<file path="src/rtl/fmul_pkg.sv">
package fmul_pkg;

   // Selects how the multiplier array is built
   typedef enum logic [0:0] {
      MUL_INFER = 1'b0,   // plain signed multiply, left to synthesis
      MUL_BOOTH = 1'b1    // explicit radix-4 recoded partial products
   } fmul_impl_e;

   // Radix-4 recoded digit selected by a 3-bit window of the multiplier
   typedef enum logic [2:0] {
      DIG_ZERO = 3'd0,
      DIG_POS1 = 3'd1,
      DIG_POS2 = 3'd2,
      DIG_NEG1 = 3'd3,
      DIG_NEG2 = 3'd4
   } booth_dig_e;

   function automatic booth_dig_e booth_decode(input logic [2:0] win);
      booth_dig_e d;
      unique case (win)
         3'b000, 3'b111: d = DIG_ZERO;
         3'b001, 3'b010: d = DIG_POS1;
         3'b011:         d = DIG_POS2;
         3'b100:         d = DIG_NEG2;
         default:        d = DIG_NEG1;   // 101, 110
      endcase
      return d;
   endfunction

endpackage

</file>
<file path="src/rtl/fmul_opreg.sv">
module fmul_opreg #(
   parameter int W = 16
) (
   input  logic         clk,
   input  logic         rst,
   input  logic         ld,
   input  logic [W-1:0] d,
   output logic [W-1:0] q
);

   if (W < 1) begin : g_bad_w
      $error("fmul_opreg: W must be at least 1");
   end

   always_ff @(posedge clk) begin
      if (rst) begin
         q <= '0;
      end else if (ld) begin
         q <= d;
      end
   end

endmodule

</file>
<file path="src/rtl/fmul_booth_array.sv">
module fmul_booth_array
   import fmul_pkg::*;
#(
   parameter int W = 16,
   localparam int PW  = 2 * W,
   localparam int NPP = W / 2
) (
   input  logic [W-1:0]  mcand,
   input  logic [W-1:0]  mplier,
   output logic [PW-1:0] full
);

   if (W < 2 || (W % 2) != 0) begin : g_bad_w
      $error("fmul_booth_array: W must be even and at least 2");
   end

   logic [PW-1:0] mc_ext;
   logic [PW-1:0] mc_dbl;
   logic [W:0]    mp_ext;

   assign mc_ext = {{W{mcand[W-1]}}, mcand};
   assign mc_dbl = mc_ext << 1;
   assign mp_ext = {mplier, 1'b0};

   logic [PW-1:0] pp [NPP];

   for (genvar g = 0; g < NPP; g++) begin : g_pp
      booth_dig_e    dig;
      logic [PW-1:0] mag;

      assign dig = booth_decode(mp_ext[2*g+2 -: 3]);

      always_comb begin
         unique case (dig)
            DIG_POS1: mag = mc_ext;
            DIG_POS2: mag = mc_dbl;
            DIG_NEG1: mag = -mc_ext;
            DIG_NEG2: mag = -mc_dbl;
            default:  mag = '0;
         endcase
      end

      assign pp[g] = mag << (2 * g);
   end

   always_comb begin
      full = '0;
      for (int i = 0; i < NPP; i++) begin
         full = full + pp[i];
      end
   end

endmodule

</file>
<file path="src/rtl/fmul_core.sv">
module fmul_core
   import fmul_pkg::*;
#(
   parameter int         OP_W   = 16,
   parameter int         PROD_W = 24,
   parameter fmul_impl_e IMPL   = MUL_INFER,
   localparam int FULL_W = 2 * OP_W,
   localparam int DROP   = FULL_W - 1 - PROD_W
) (
   input  logic [OP_W-1:0]   x,
   input  logic [OP_W-1:0]   y,
   output logic [PROD_W-1:0] kept,
   output logic              illegal
);

   if (PROD_W < 1 || PROD_W > FULL_W - 1) begin : g_bad_pw
      $error("fmul_core: PROD_W must lie in 1 .. 2*OP_W-1");
   end

   logic [FULL_W-1:0] full;

   if (IMPL == MUL_BOOTH) begin : g_booth
      fmul_booth_array #(.W(OP_W)) u_array (
         .mcand  (x),
         .mplier (y),
         .full   (full)
      );
   end else begin : g_infer
      logic signed [FULL_W-1:0] sp;
      assign sp   = $signed(x) * $signed(y);
      assign full = sp;
   end

   // Drop the redundant sign bit and the low fraction bits
   assign kept = PROD_W'(full >> DROP);

   localparam logic [OP_W-1:0] MINV = {1'b1, {(OP_W-1){1'b0}}};
   assign illegal = (x == MINV) && (y == MINV);

endmodule

</file>
<file path="src/rtl/fmul_prodreg.sv">
module fmul_prodreg #(
   parameter int PROD_W = 24
) (
   input  logic              clk,
   input  logic              rst,
   input  logic [PROD_W-1:0] d,
   input  logic              ill,
   output logic [PROD_W-1:0] q,
   output logic              ovf
);

   always_ff @(posedge clk) begin
      if (rst) begin
         q   <= '0;
         ovf <= 1'b0;
      end else begin
         q   <= d;
         ovf <= ill;
      end
   end

endmodule

</file>
<file path="src/rtl/fmul_prod.sv">
module fmul_prod
   import fmul_pkg::*;
#(
   parameter int         OP_W   = 16,
   parameter int         PROD_W = 24,
   parameter fmul_impl_e IMPL   = MUL_INFER
) (
   input  logic              clk,
   input  logic              rst,
   input  logic              x_load,
   input  logic [OP_W-1:0]   x_data,
   input  logic              y_load,
   input  logic [OP_W-1:0]   y_data,
   output logic [PROD_W-1:0] prod_q,
   output logic              ovf_q
);

   if (OP_W < 2) begin : g_bad_op
      $error("fmul_prod: OP_W must be at least 2");
   end
   if (IMPL == MUL_BOOTH && (OP_W % 2) != 0) begin : g_bad_booth
      $error("fmul_prod: recoded array needs an even OP_W");
   end

   logic [OP_W-1:0]   x_q;
   logic [OP_W-1:0]   y_q;
   logic [PROD_W-1:0] kept;
   logic              illegal;

   fmul_opreg #(.W(OP_W)) u_xreg (
      .clk (clk), .rst (rst), .ld (x_load), .d (x_data), .q (x_q)
   );

   fmul_opreg #(.W(OP_W)) u_yreg (
      .clk (clk), .rst (rst), .ld (y_load), .d (y_data), .q (y_q)
   );

   fmul_core #(.OP_W(OP_W), .PROD_W(PROD_W), .IMPL(IMPL)) u_core (
      .x       (x_q),
      .y       (y_q),
      .kept    (kept),
      .illegal (illegal)
   );

   fmul_prodreg #(.PROD_W(PROD_W)) u_preg (
      .clk (clk),
      .rst (rst),
      .d   (kept),
      .ill (illegal),
      .q   (prod_q),
      .ovf (ovf_q)
   );

endmodule

</file>
<file path="config.mk">
export PLATFORM = sky130hd
export DESIGN_NAME = fmul_prod
export DESIGN_NICKNAME = d
export VERILOG_FILES = /design/src/rtl/fmul_pkg.sv /design/src/rtl/fmul_opreg.sv /design/src/rtl/fmul_booth_array.sv /design/src/rtl/fmul_core.sv /design/src/rtl/fmul_prodreg.sv /design/src/rtl/fmul_prod.sv
export SDC_FILE = /design/constraint.sdc
export NUM_CORES = 1
export LEC_CHECK = 0
export ABC_CLOCK_PERIOD_IN_PS = 7600
export BUFFER_PORTS_ARGS = -buffer_cell sky130_fd_sc_hd__buf_2
export CORE_MARGIN = 2
export CORE_UTILIZATION = 55
export CTS_CLUSTER_SIZE = 24
export DETAILED_ROUTE_END_ITERATION = 12
export PLACE_DENSITY = 0.72
export SETUP_SLACK_MARGIN = 0.2
export SLEW_MARGIN = 5
export SYNTH_ARGS = -nofsm -noshare
export SYNTH_HDL_FRONTEND = slang
export SYNTH_SLANG_ARGS = --single-unit
</file>
<file path="constraint.sdc">
create_clock -name clk -period 7.6 [get_ports clk]
set_input_delay 1.9 -clock clk [delete_from_list [all_inputs] [get_ports clk]]
set_output_delay 1.9 -clock clk [all_outputs]
set_load 0.05 [all_outputs]
</file>
==> flow_metrics.py, run 1 <==
metrics = {
    "cells_and_area": {
        "fin_cells": 1542,
        "antenna_cells": 0,
        "drive_gt1_share_pct": 7.15,
        "nNetsFinal": 1635,
        "syn_to_final_growth_pct": 7.21,
    },
    "timing": {
        "setup_viol": 0,
        "final_hold_viol_count": 0,
        "setup-tns-final_ns": 0,
        "skew_ns": 0.00718,
        "slew_viol_final": 0,
        "max_slew.worst_pin.slew_ns": 0.876,
        "fin_crit_sh_pct": 87.8,
        "period_minus_slack_ns": 6.68,
        "relSlewSlack_pct": 41.5,
        "rsz0062_at_grt": "no",
        "fmax_mhz": 150,
    },
    "critical_path": {
        "crit_fanout": 18,
        "rrSetupSlack_ns": 0.92,
        "critPathArrivalTime_ns": 6.87,
        "start_kind": "register",
        "cp_cell_sequence": "nand2_1, fa_1, inv_1, fa_1, inv_1, fa_1, inv_1, fa_1, fa_1, inv_1, fa_1, inv_1, ha_1, nand4_1, a211oi_2, o21ai_1, a311oi_1, o31ai_1, a21boi_0, nor3_1",
        "crit_top_cell": "fa_1",
        "cp_slowest_cell": "dfxtp_1",
        "end_kind": "register",
        "critPathMaxStageDelay_ns": 0.88,
        "crit_path_start": "u_xreg.q[7]$_SDFFE_PP0P_",
        "setup.worst_path.end": "u_preg.q[16]$_SDFF_PP0_",
        "crit_buf_inv": 5,
        "r2r-end": "u_preg.q[16]$_SDFF_PP0_",
        "crit_family": "adder cells",
        "crit_type": "register to register",
        "r2r_cells": 20,
        "cp_data_required_time_ns": 7.80,
        "r2r_start": "u_xreg.q[7]$_SDFFE_PP0P_",
        "cp_num_cells": 20,
    },
    "die": {
        "io_pins": 61,
        "die_h_um": 148,
        "start_util_pct": 56.1,
        "core_sq_mm": 0.0203,
        "row_count": 52,
        "dieArea_sq_mm": 0.0219,
        "die_x_um": 148,
    },
    "global_routing": {
        "grt_pass1_wl_um": 45900,
        "grt_overflow_total": 0,
        "grt.total_usage_pct": 27.4,
        "grt_pass1_vias": 8555,
        "antenna_found_initial": 0,
        "grt_max_degree": 64,
    },
    "clock_tree": {
        "htreeDepth": 3,
        "cts_tree": "done",
        "cts_buffers": 9,
        "clk-insertion-delay-late_ns": 0.34,
        "hold_buffers": 0,
        "postCtsSetupRepairBufs": 0,
        "post_cts_resized": 0,
        "cts_sinks": 57,
        "cts-root-buf": "clkbuf_16",
        "clk_path_buf_depth": 2,
        "clk_pin_slew_worst_paths_ns": 0.06,
    },
    "synthesis": {
        "synthesis.nets": 1613,
        "synthArstFlopShare_pct": 0,
        "synth_edf_count": 0,
        "synthesis.area_sq_mm": 0.0114,
        "synthCells": 1245,
        "post-synth-top-count-cell": "inv_1",
        "yosys_most_used_dff": "dfxtp_1",
        "ys.warnings.count": 0,
        "synth_cell_type_count": 47,
        "synth_area_leaders": "fa_1 45%, dfxtp_1 10%, inv_1 9.6%",
        "synth_commonest_cells": "290 x inv_1, 255 x fa_1, 138 x nand2_1",
        "synth-seq-area-share_pct": 10.0,
        "synthDominantCellAreaShare_pct": 44.8,
        "ys_seq_elements": 57,
        "synth_area_per_cell_sq_um": 9.15,
        "synth_top_cell_by_area": "fa_1",
    },
    "placed_design": {
        "place_hpwl_um": 22500,
        "port_buffers": 60,
        "gp_congestion": 0.915,
        "dp.cells": 1526,
    },
    "routing": {
        "post-route-drc-count": 0,
        "drtAntennaViolNets": 0,
        "drtPass1Iterations": 5,
        "drtIter0Drc": 612,
        "wl_per_cell_um": 18.2,
        "drt-total-wl_um": 28100,
        "vias_per_cell": 5.32,
        "vias": 8197,
    },
    "pwr": {
        "vdd_ir_drop_max_uv": 168,
        "p_leak_nw": 6.37,
        "power.density_mw_per_mm2": 146,
    },
    "hold_path": {
        "hold_class": "register to register",
    },
    "status": {
        "status": "finished clean",
    },
    "flow_run": {
        "cap_violations": 0,
    },
}
worst register-to-register path: stages (launching register included):
cell and delay (ns):
dfxtp_1 0.88, nand2_1 0.19, fa_1 0.57, inv_1 0.05
fa_1 0.51, inv_1 0.06, fa_1 0.53, inv_1 0.05
fa_1 0.45, fa_1 0.49, inv_1 0.05, fa_1 0.54
inv_1 0.06, ha_1 0.40, nand4_1 0.18, a211oi_2 0.30
o21ai_1 0.19, a311oi_1 0.59, o31ai_1 0.19, a21boi_0 0.21
nor3_1 0.06
cell type report:
class | instances | area (sq um)
Fill cell | 1772 | 8090
Clock inverter | 4 | 73.8
Timing Repair Buffer | 67 | 353
Sequential cell | 57 | 1140
Multi-Input combinational cell | 841 | 8950
Clock buffer | 12 | 267
Tap cell | 270 | 338
Inverter | 291 | 1090
power breakdown:
part	leakage, nW	internal [W]	total [W]	switching (W)
Sequential	0.471	0.000348	0.000414	0.0000661
Combinational	5.73	0.000326	0.000902	0.000576
Clock	0.169	0.000314	0.000466	0.000152
Total	6.37	0.000988	0.00178	0.000794
stage by stage:
step	area [sq um]	total power, W	setup WS [ns]	hold slack [ns]	utilization, %
2_1_floorplan	11400	0.00105	1.49	0.540	-
5_1_grt	12200	0.00190	0.527	0.708	60.2
3_3_place_gp	11900	0.00131	1.08	0.650	58.5
6_report	12200	0.00178	0.924	0.675	60.2
3_5_place_dp	11900	0.00131	0.972	0.661	58.5
4_1_cts	12200	0.00179	0.930	0.667	60.2
worst min path at each step:
stage                         startpoint                        end  slack [ns]  cells past startpoint
3_3_place_gp   u_yreg.q[15]$_SDFFE_PP0P_  u_yreg.q[15]$_SDFFE_PP0P_        0.65                      3
4_1_cts        u_yreg.q[11]$_SDFFE_PP0P_  u_yreg.q[11]$_SDFFE_PP0P_        0.67                      2
6_report       u_yreg.q[11]$_SDFFE_PP0P_  u_yreg.q[11]$_SDFFE_PP0P_        0.68                      2
2_1_floorplan  u_xreg.q[14]$_SDFFE_PP0P_  u_xreg.q[14]$_SDFFE_PP0P_        0.54                      2
3_5_place_dp   u_yreg.q[11]$_SDFFE_PP0P_  u_yreg.q[11]$_SDFFE_PP0P_        0.66                      2
5_1_grt        u_yreg.q[11]$_SDFFE_PP0P_  u_yreg.q[11]$_SDFFE_PP0P_        0.71                      2
kinds of logic after synthesis:
group / count (synthesis) / synth area share (%)
flip-flops: 57 / 10.0
AND/OR/NAND/NOR: 384 / 16.4
adder cells (fa/ha/maj): 332 / 53.3
AO/OA/AOI/OAI: 70 / 4.25
XOR/XNOR: 22 / 1.69
buffers and inverters: 347 / 11.4
multiplexers: 33 / 2.91
metal layers:
| metal | up-vias | GRT usage, % | wire length [um] |
|---|---|---|---|
| li1 | 3729 | - | - |
| met1 | 4130 | 39.2 | 12000 |
| met2 | 295 | 43.1 | 13200 |
| met3 | 43 | 6.33 | 2370 |
| met4 | 0 | 5.90 | 518 |
| met5 | - | 0 | 0 |
state kept, by name, indices dropped and copies added (netlist names):
register,flops
u_yreg.q,16
u_preg.ovf,1
u_preg.q,24
u_xreg.q,16
cell usage in the layout (no fill, tap or decap), types with 2 or more instances in the layout:
master / n
nand2_1: 138
a211oi_1: 2
ha_1: 77
fa_1: 255
xor2_1: 3
a311oi_1: 2
nand2b_1: 5
nand3_1: 8
clkbuf_8: 3
a211o_1: 2
o21ai_0: 7
nor2b_1: 4
dfxtp_1: 57
clkbuf_16: 9
nor2_1: 67
a31oi_1: 3
o211ai_1: 2
o21ai_1: 5
nor4_1: 7
inv_1: 290
a211oi_2: 2
o21bai_1: 2
a21o_1: 4
buf_2: 60
nand4_1: 5
and2_1: 116
o21a_1: 9
and3_1: 2
nor3b_1: 5
mux2i_1: 32
buf_4: 7
a21oi_1: 20
nor4b_1: 2
or3_1: 4
bufinv_16: 2
nor3_1: 20
xnor2_1: 19
Power figures use the tool's default switching activity.
==> run 2, diff against run 1 <==
--- a/config.mk
+++ b/config.mk
@@ -5,7 +5,7 @@
 export SDC_FILE = /design/constraint.sdc
 export NUM_CORES = 1
 export LEC_CHECK = 0
-export ABC_CLOCK_PERIOD_IN_PS = 7600
+export ABC_CLOCK_PERIOD_IN_PS = 6900
 export BUFFER_PORTS_ARGS = -buffer_cell sky130_fd_sc_hd__buf_2
 export CORE_MARGIN = 2
 export CORE_UTILIZATION = 55
==> constraint.sdc (replaced) <==
create_clock -name clk -period 6.9 [get_ports clk]
set_input_delay 1.725 -clock clk [delete_from_list [all_inputs] [get_ports clk]]
set_output_delay 1.725 -clock clk [all_outputs]
set_load 0.05 [all_outputs]
==> flow_metrics.py, run 2 (same netlist as run 1, synthesis figures left out) <==
metrics = {
    "status": {
        "status": "finished clean",
    },
    "cells_and_area": {
        "antenna_cells": 0,
        "drive_gt1_share_pct": 9.22,
        "syn_to_final_growth_pct": 8.14,
        "fin_cells": 1560,
        "largest_register_ffs": 24,
        "layout_commonest_cell": "inv_1",
        "top_register": "u_preg.q",
        "top_regs": "u_preg.q x24, u_xreg.q x16, u_yreg.q x16",
        "nFillCells": 1782,
        "final_cell_mix": "289 x inv_1, 255 x fa_1, 138 x nand2_1",
        "nNetsFinal": 1653,
    },
    "pwr": {
        "power.density_mw_per_mm2": 154,
        "vdd_ir_drop_max_uv": 233,
        "p_leak_nw": 6.43,
        "finalPower_w": 0.00190,
    },
    "critical_path": {
        "r2r_start": "u_xreg.q[7]$_SDFFE_PP0P_",
        "crit_top_cell": "fa_1",
        "rrSetupSlack_ns": 0.55,
        "cp_slowest_cell": "dfxtp_1",
        "critPathArrivalTime_ns": 6.53,
        "r2r-end": "u_preg.q[16]$_SDFF_PP0_",
        "critPathMaxStageDelay_ns": 0.62,
        "crit_fanout": 11,
        "end_kind": "register",
        "crit_type": "register to register",
        "start_kind": "register",
        "cp_data_required_time_ns": 7.09,
        "r2r_cells": 20,
        "cp_cell_sequence": "nand2_1, fa_1, inv_1, fa_1, inv_1, fa_1, inv_1, fa_1, fa_1, inv_1, fa_1, inv_1, ha_1, a21o_1, a21o_1, a2111oi_2, a311oi_2, o31ai_1, nor3b_1, nor3_1",
    },
    "die": {
        "dieArea_sq_mm": 0.0219,
        "row_count": 52,
        "die_h_um": 148,
        "io_pins": 61,
        "core_sq_mm": 0.0203,
        "start_util_pct": 56.1,
        "die_x_um": 148,
    },
    "routing": {
        "drt-total-wl_um": 28400,
        "drtPass1Iterations": 5,
        "wl_per_cell_um": 18.2,
        "drtAntennaViolNets": 0,
        "vias_per_cell": 5.33,
        "post-route-drc-count": 0,
        "vias": 8312,
        "drtIter0Drc": 704,
    },
    "timing": {
        "setup-tns-final_ns": 0,
        "fin_crit_sh_pct": 92.0,
        "max_slew.worst_pin.slew_ns": 0.741,
        "setup_viol": 0,
        "whs_ns": 0.605,
        "relSlewSlack_pct": 50.5,
        "rsz0062_at_grt": "yes",
        "period_minus_slack_ns": 6.35,
        "slew_viol_final": 0,
        "fmax_mhz": 158,
        "final_hold_viol_count": 0,
        "skew_ns": 0.0107,
    },
    "placed_design": {
        "gp_congestion": 0.893,
        "place_hpwl_um": 23600,
        "port_buffers": 60,
        "dp.cells": 1544,
    },
    "hold_path": {
        "hold_path_end": "u_xreg.q[13]$_SDFFE_PP0P_",
        "hold_class": "register to register",
        "min_from": "u_xreg.q[13]$_SDFFE_PP0P_",
        "whs_path_depth": 2,
    },
    "clock_tree": {
        "cts_sinks": 57,
        "cts_tree": "done",
        "clk_path_buf_depth": 2,
        "clk-insertion-delay-late_ns": 0.33,
        "cts_buffers": 9,
        "clk_pin_slew_worst_paths_ns": 0.06,
        "cts-root-buf": "clkbuf_16",
        "hold_buffers": 0,
        "htreeDepth": 3,
    },
    "global_routing": {
        "grt_pass1_vias": 8959,
        "grt.total_usage_pct": 28.2,
        "grt_max_degree": 64,
        "grt_pass1_wl_um": 48000,
        "antenna_found_initial": 0,
        "grt_overflow_total": 0,
    },
    "flow_run": {
        "cap_violations": 0,
    },
}
==> run 2: changes by cell type in the layout (fill, tap and decap cells not counted), moves of 2 or more <==
cell,change
clkinvlp_4,+2
dfxtp_2,+9
bufinv_16,-2
buf_4,+18
dfxtp_1,-9
==> run 2: where the power goes <==
group	leakage [nW]	internal [W]	switching [W]	total, W
combinational	5.82	0.000369	0.000660	0.00103
sequential	0.474	0.000384	0.0000559	0.000440
clock	0.138	0.000273	0.000157	0.000429
==> run 2: layout make-up <==
class,count,area [sq um],share of cell area [%]
clock buffer,13,270,2.19
clock inverter,3,23.8,0.193
inverter,291,1090,8.87
multi-input combinational,841,8950,72.7
sequential,57,1150,9.36
tap,270,338,2.74
timing repair buffer,85,488,3.96
==> run 2: worst max-delay path, delay by kind of cell (launching register included) <==
kind / cells / cell delay (ns)
AO/OA/AOI/OAI: 5 / 1.44
adder cells (fa/ha/maj): 7 / 3.41
buffers and inverters: 5 / 0.26
flip-flops: 1 / 0.62
AND/OR/NAND/NOR: 3 / 0.45
==> run 2: how the worst max path moves through the flow <==
stage                     slack [ns]                      start                       to
final                           0.55   u_xreg.q[7]$_SDFFE_PP0P_  u_preg.q[16]$_SDFF_PP0_
after global routing            0.19   u_xreg.q[7]$_SDFFE_PP0P_  u_preg.q[16]$_SDFF_PP0_
after CTS                       0.41  u_xreg.q[15]$_SDFFE_PP0P_  u_preg.q[20]$_SDFF_PP0_
after detailed placement        0.43  u_xreg.q[15]$_SDFFE_PP0P_  u_preg.q[20]$_SDFF_PP0_
after global placement          0.53  u_xreg.q[15]$_SDFFE_PP0P_  u_preg.q[20]$_SDFF_PP0_
after floorplan                 0.79   u_yreg.q[7]$_SDFFE_PP0P_  u_preg.q[20]$_SDFF_PP0_
==> run 2: timing repair <==
| action | CTS | global route |
|---|---|---|
| endpoints found under the setup margin | 0 | 5 |
| gates resized for setup | 0 | 11 |
| buffers inserted | 0 | 0 |
==> run 2: per-stage QoR <==
step                      setup WS, ns  util, %  instance area, sq um
after detailed placement         0.429     59.1                 12000
after global placement           0.531     59.1                 12000
after CTS                        0.410     60.6                 12300
after global routing             0.190     60.7                 12300
after floorplan                  0.793        -                 11400
final                            0.554     60.7                 12300
==> run 2: layer usage <==
| layer | part of all wire [%] | GRT usage [%] | vias up |
|---|---|---|---|
| met5 | 0 | 0 | - |
| met1 | 43 | 40.2 | 4192 |
| li1 | - | - | 3776 |
| met2 | 49 | 47.0 | 311 |
| met4 | 1.4 | 4.71 | 0 |
| met3 | 7.5 | 4.44 | 33 |
==> run 3, diff against run 2 <==
--- a/config.mk
+++ b/config.mk
@@ -11,8 +11,8 @@
 export CORE_UTILIZATION = 55
 export CTS_CLUSTER_SIZE = 24
 export DETAILED_ROUTE_END_ITERATION = 12
-export PLACE_DENSITY = 0.72
-export SETUP_SLACK_MARGIN = 0.2
+export PLACE_DENSITY = 0.78
+export REMOVE_ABC_BUFFERS = 1
 export SLEW_MARGIN = 5
 export SYNTH_ARGS = -nofsm -noshare
 export SYNTH_HDL_FRONTEND = slang
==> flow_metrics.py, run 3 (same netlist as run 1, synthesis figures left out) <==
metrics = {
    "critical_path": {
        "crit_fanout": 18,
        "crit_path_start": "u_yreg.q[2]$_SDFFE_PP0P_",
        "critPathArrivalTime_ns": 6.84,
        "start_kind": "register",
        "crit_type": "register to register",
        "crit_top_cell": "fa_1",
        "cp_cell_sequence": "nand2_1, fa_1, fa_1, fa_1, inv_1, fa_1, fa_1, inv_1, fa_1, inv_1, ha_1, a21o_1, a21o_1, a211o_1, a211oi_2, o311ai_2, or4b_1, nand3_1",
        "r2r_start": "u_yreg.q[2]$_SDFFE_PP0P_",
        "cp_data_required_time_ns": 7.20,
        "cp_slowest_cell": "dfxtp_1",
        "end_kind": "register",
        "rrSetupSlack_ns": 0.36,
        "critPathMaxStageDelay_ns": 0.74,
    },
    "cells_and_area": {
        "largest_register_ffs": 24,
        "syn_to_final_growth_pct": 8.54,
        "nFillCells": 1707,
        "antenna_cells": 0,
        "top_register": "u_preg.q",
        "top_regs": "u_preg.q x24, u_xreg.q x16, u_yreg.q x16",
        "nNetsFinal": 1658,
        "final_cell_mix": "290 x inv_1, 255 x fa_1, 138 x nand2_1",
        "fin_area_sq_mm": 0.0124,
        "layout_commonest_cell": "inv_1",
        "drive_gt1_share_pct": 8.96,
    },
    "pwr": {
        "power_switching_w": 0.000905,
        "p_sw_share_pct": 46.6,
        "p_leak_nw": 6.47,
        "vdd_ir_drop_max_uv": 183,
        "finalPower_w": 0.00194,
        "seqPwrFrac_pct": 22.3,
        "comb_power_share_pct": 52.0,
        "clockPowerShare_pct": 25.7,
        "power.density_mw_per_mm2": 157,
        "internal_power_w": 0.00104,
    },
    "timing": {
        "max_slew.worst_pin.slew_ns": 0.813,
        "fmax_mhz": 153,
        "setup-tns-final_ns": 0,
        "setup_viol": 0,
        "final_hold_viol_count": 0,
        "skew_ns": 0.0149,
        "rsz0062_at_grt": "no",
        "slew_viol_final": 0,
        "relSlewSlack_pct": 45.7,
        "whs_ns": 0.651,
        "setup_ws_ns": 0.359,
        "period_minus_slack_ns": 6.54,
        "fin_crit_sh_pct": 94.8,
    },
    "global_routing": {
        "antenna_found_initial": 0,
        "grt_overflow_total": 0,
        "grt_pass1_vias": 9084,
        "grt_pass1_wl_um": 46400,
        "grt_max_degree": 64,
        "grt.total_usage_pct": 27.8,
    },
    "flow_run": {
        "cap_violations": 0,
    },
    "placed_design": {
        "pre_cts_ws_ns": 0.395,
        "place_hpwl_um": 23200,
        "postPlaceCellArea_sq_mm": 0.0120,
        "gp_congestion": 0.931,
        "port_buffers": 60,
    },
    "clock_tree": {
        "cts_tree": "done",
        "htreeDepth": 3,
        "hold_buffers": 0,
        "cts-root-buf": "clkbuf_16",
        "cts_buffers": 9,
        "clk-insertion-delay-late_ns": 0.36,
        "clk_path_buf_depth": 2,
        "cts_sinks": 57,
        "clk_pin_slew_worst_paths_ns": 0.07,
    },
    "routing": {
        "drtAntennaViolNets": 0,
        "vias": 8519,
        "drtIter0Drc": 536,
        "wl_per_cell_um": 18.2,
        "drtPass1Iterations": 7,
        "drt-total-wl_um": 28400,
        "post-route-drc-count": 0,
        "vias_per_cell": 5.44,
    },
    "die": {
        "die_x_um": 148,
        "io_pins": 61,
        "dieArea_sq_mm": 0.0219,
        "core_sq_mm": 0.0203,
        "die_h_um": 148,
        "start_util_pct": 56.1,
        "row_count": 52,
    },
    "status": {
        "status": "finished clean",
    },
    "hold_path": {
        "hold_class": "register to register",
        "min_from": "u_yreg.q[15]$_SDFFE_PP0P_",
    },
}
-- run 3: changes by cell type in the layout (fill, tap and decap cells not counted), sizes merged --
cell	delta
bufinv	+1
clkbuf	-3
buf	+5
inv	+3
clkinvlp	-1
-- run 3: routing by layer --
metal	vias up	routed length [um]	share of wire, %	track usage, %
li1	3785	-	-	-
met1	4303	10700	38	34.3
met2	336	14500	51	48.1
met3	95	1970	6.9	5.28
met4	0	1250	4.4	11.3
met5	-	0	0	0
-- run 3: what timing repair did --
item,in CTS,in global routing
setup buffers,0,0
setup endpoints to repair,0,4
gates resized for setup,0,2
-- run 3: per-stage QoR --
stage | cells | util [%]
global route | 1565 | 60.9
detailed placement | 1549 | 59.3
finish | 1565 | 60.9
global placement | 1549 | 59.3
CTS | 1565 | 60.9
floorplan | 1189 | -
-- run 3: worst max-delay path: cells and delay by family, from the launching register on --
kind            cells  cell delay [ns]
compound gates      5             1.44
fa+ha+maj           7             3.40
buf+inv             3             0.15
flops               1             0.74
simple gates        3             0.77
-- run 3: power by group through the flow --
stage | sequential [W] | clock (W) | combinational [W]
floorplan | 0.000582 | 0 | 0.000559
global placement | 0.000436 | 0 | 0.000982
detailed placement | 0.000436 | 0 | 0.00101
CTS | 0.000431 | 0.000500 | 0.00101
global route | 0.000438 | 0.000514 | 0.00111
finish | 0.000432 | 0.000500 | 0.00101
-- run 3: layout make-up --
type	count	area, sq um	area share (%)
well taps	270	338	2.73
inverters	291	1090	8.84
repair buffers	90	526	4.25
flip-flops and latches	57	1140	9.24
clock buffers	10	239	1.93
clock inverters	6	72.6	0.587
multi-input cells	841	8950	72.4
-- run 3: path summary, 6_finish.rpt --
path,to,depth (start not counted)
worst max-delay path,u_preg.q[20]$_SDFF_PP0_,18
worst min-delay path,u_yreg.q[15]$_SDFFE_PP0P_,2
worst max register to register,u_preg.q[20]$_SDFF_PP0_,18
worst min register to register,u_yreg.q[15]$_SDFFE_PP0P_,2
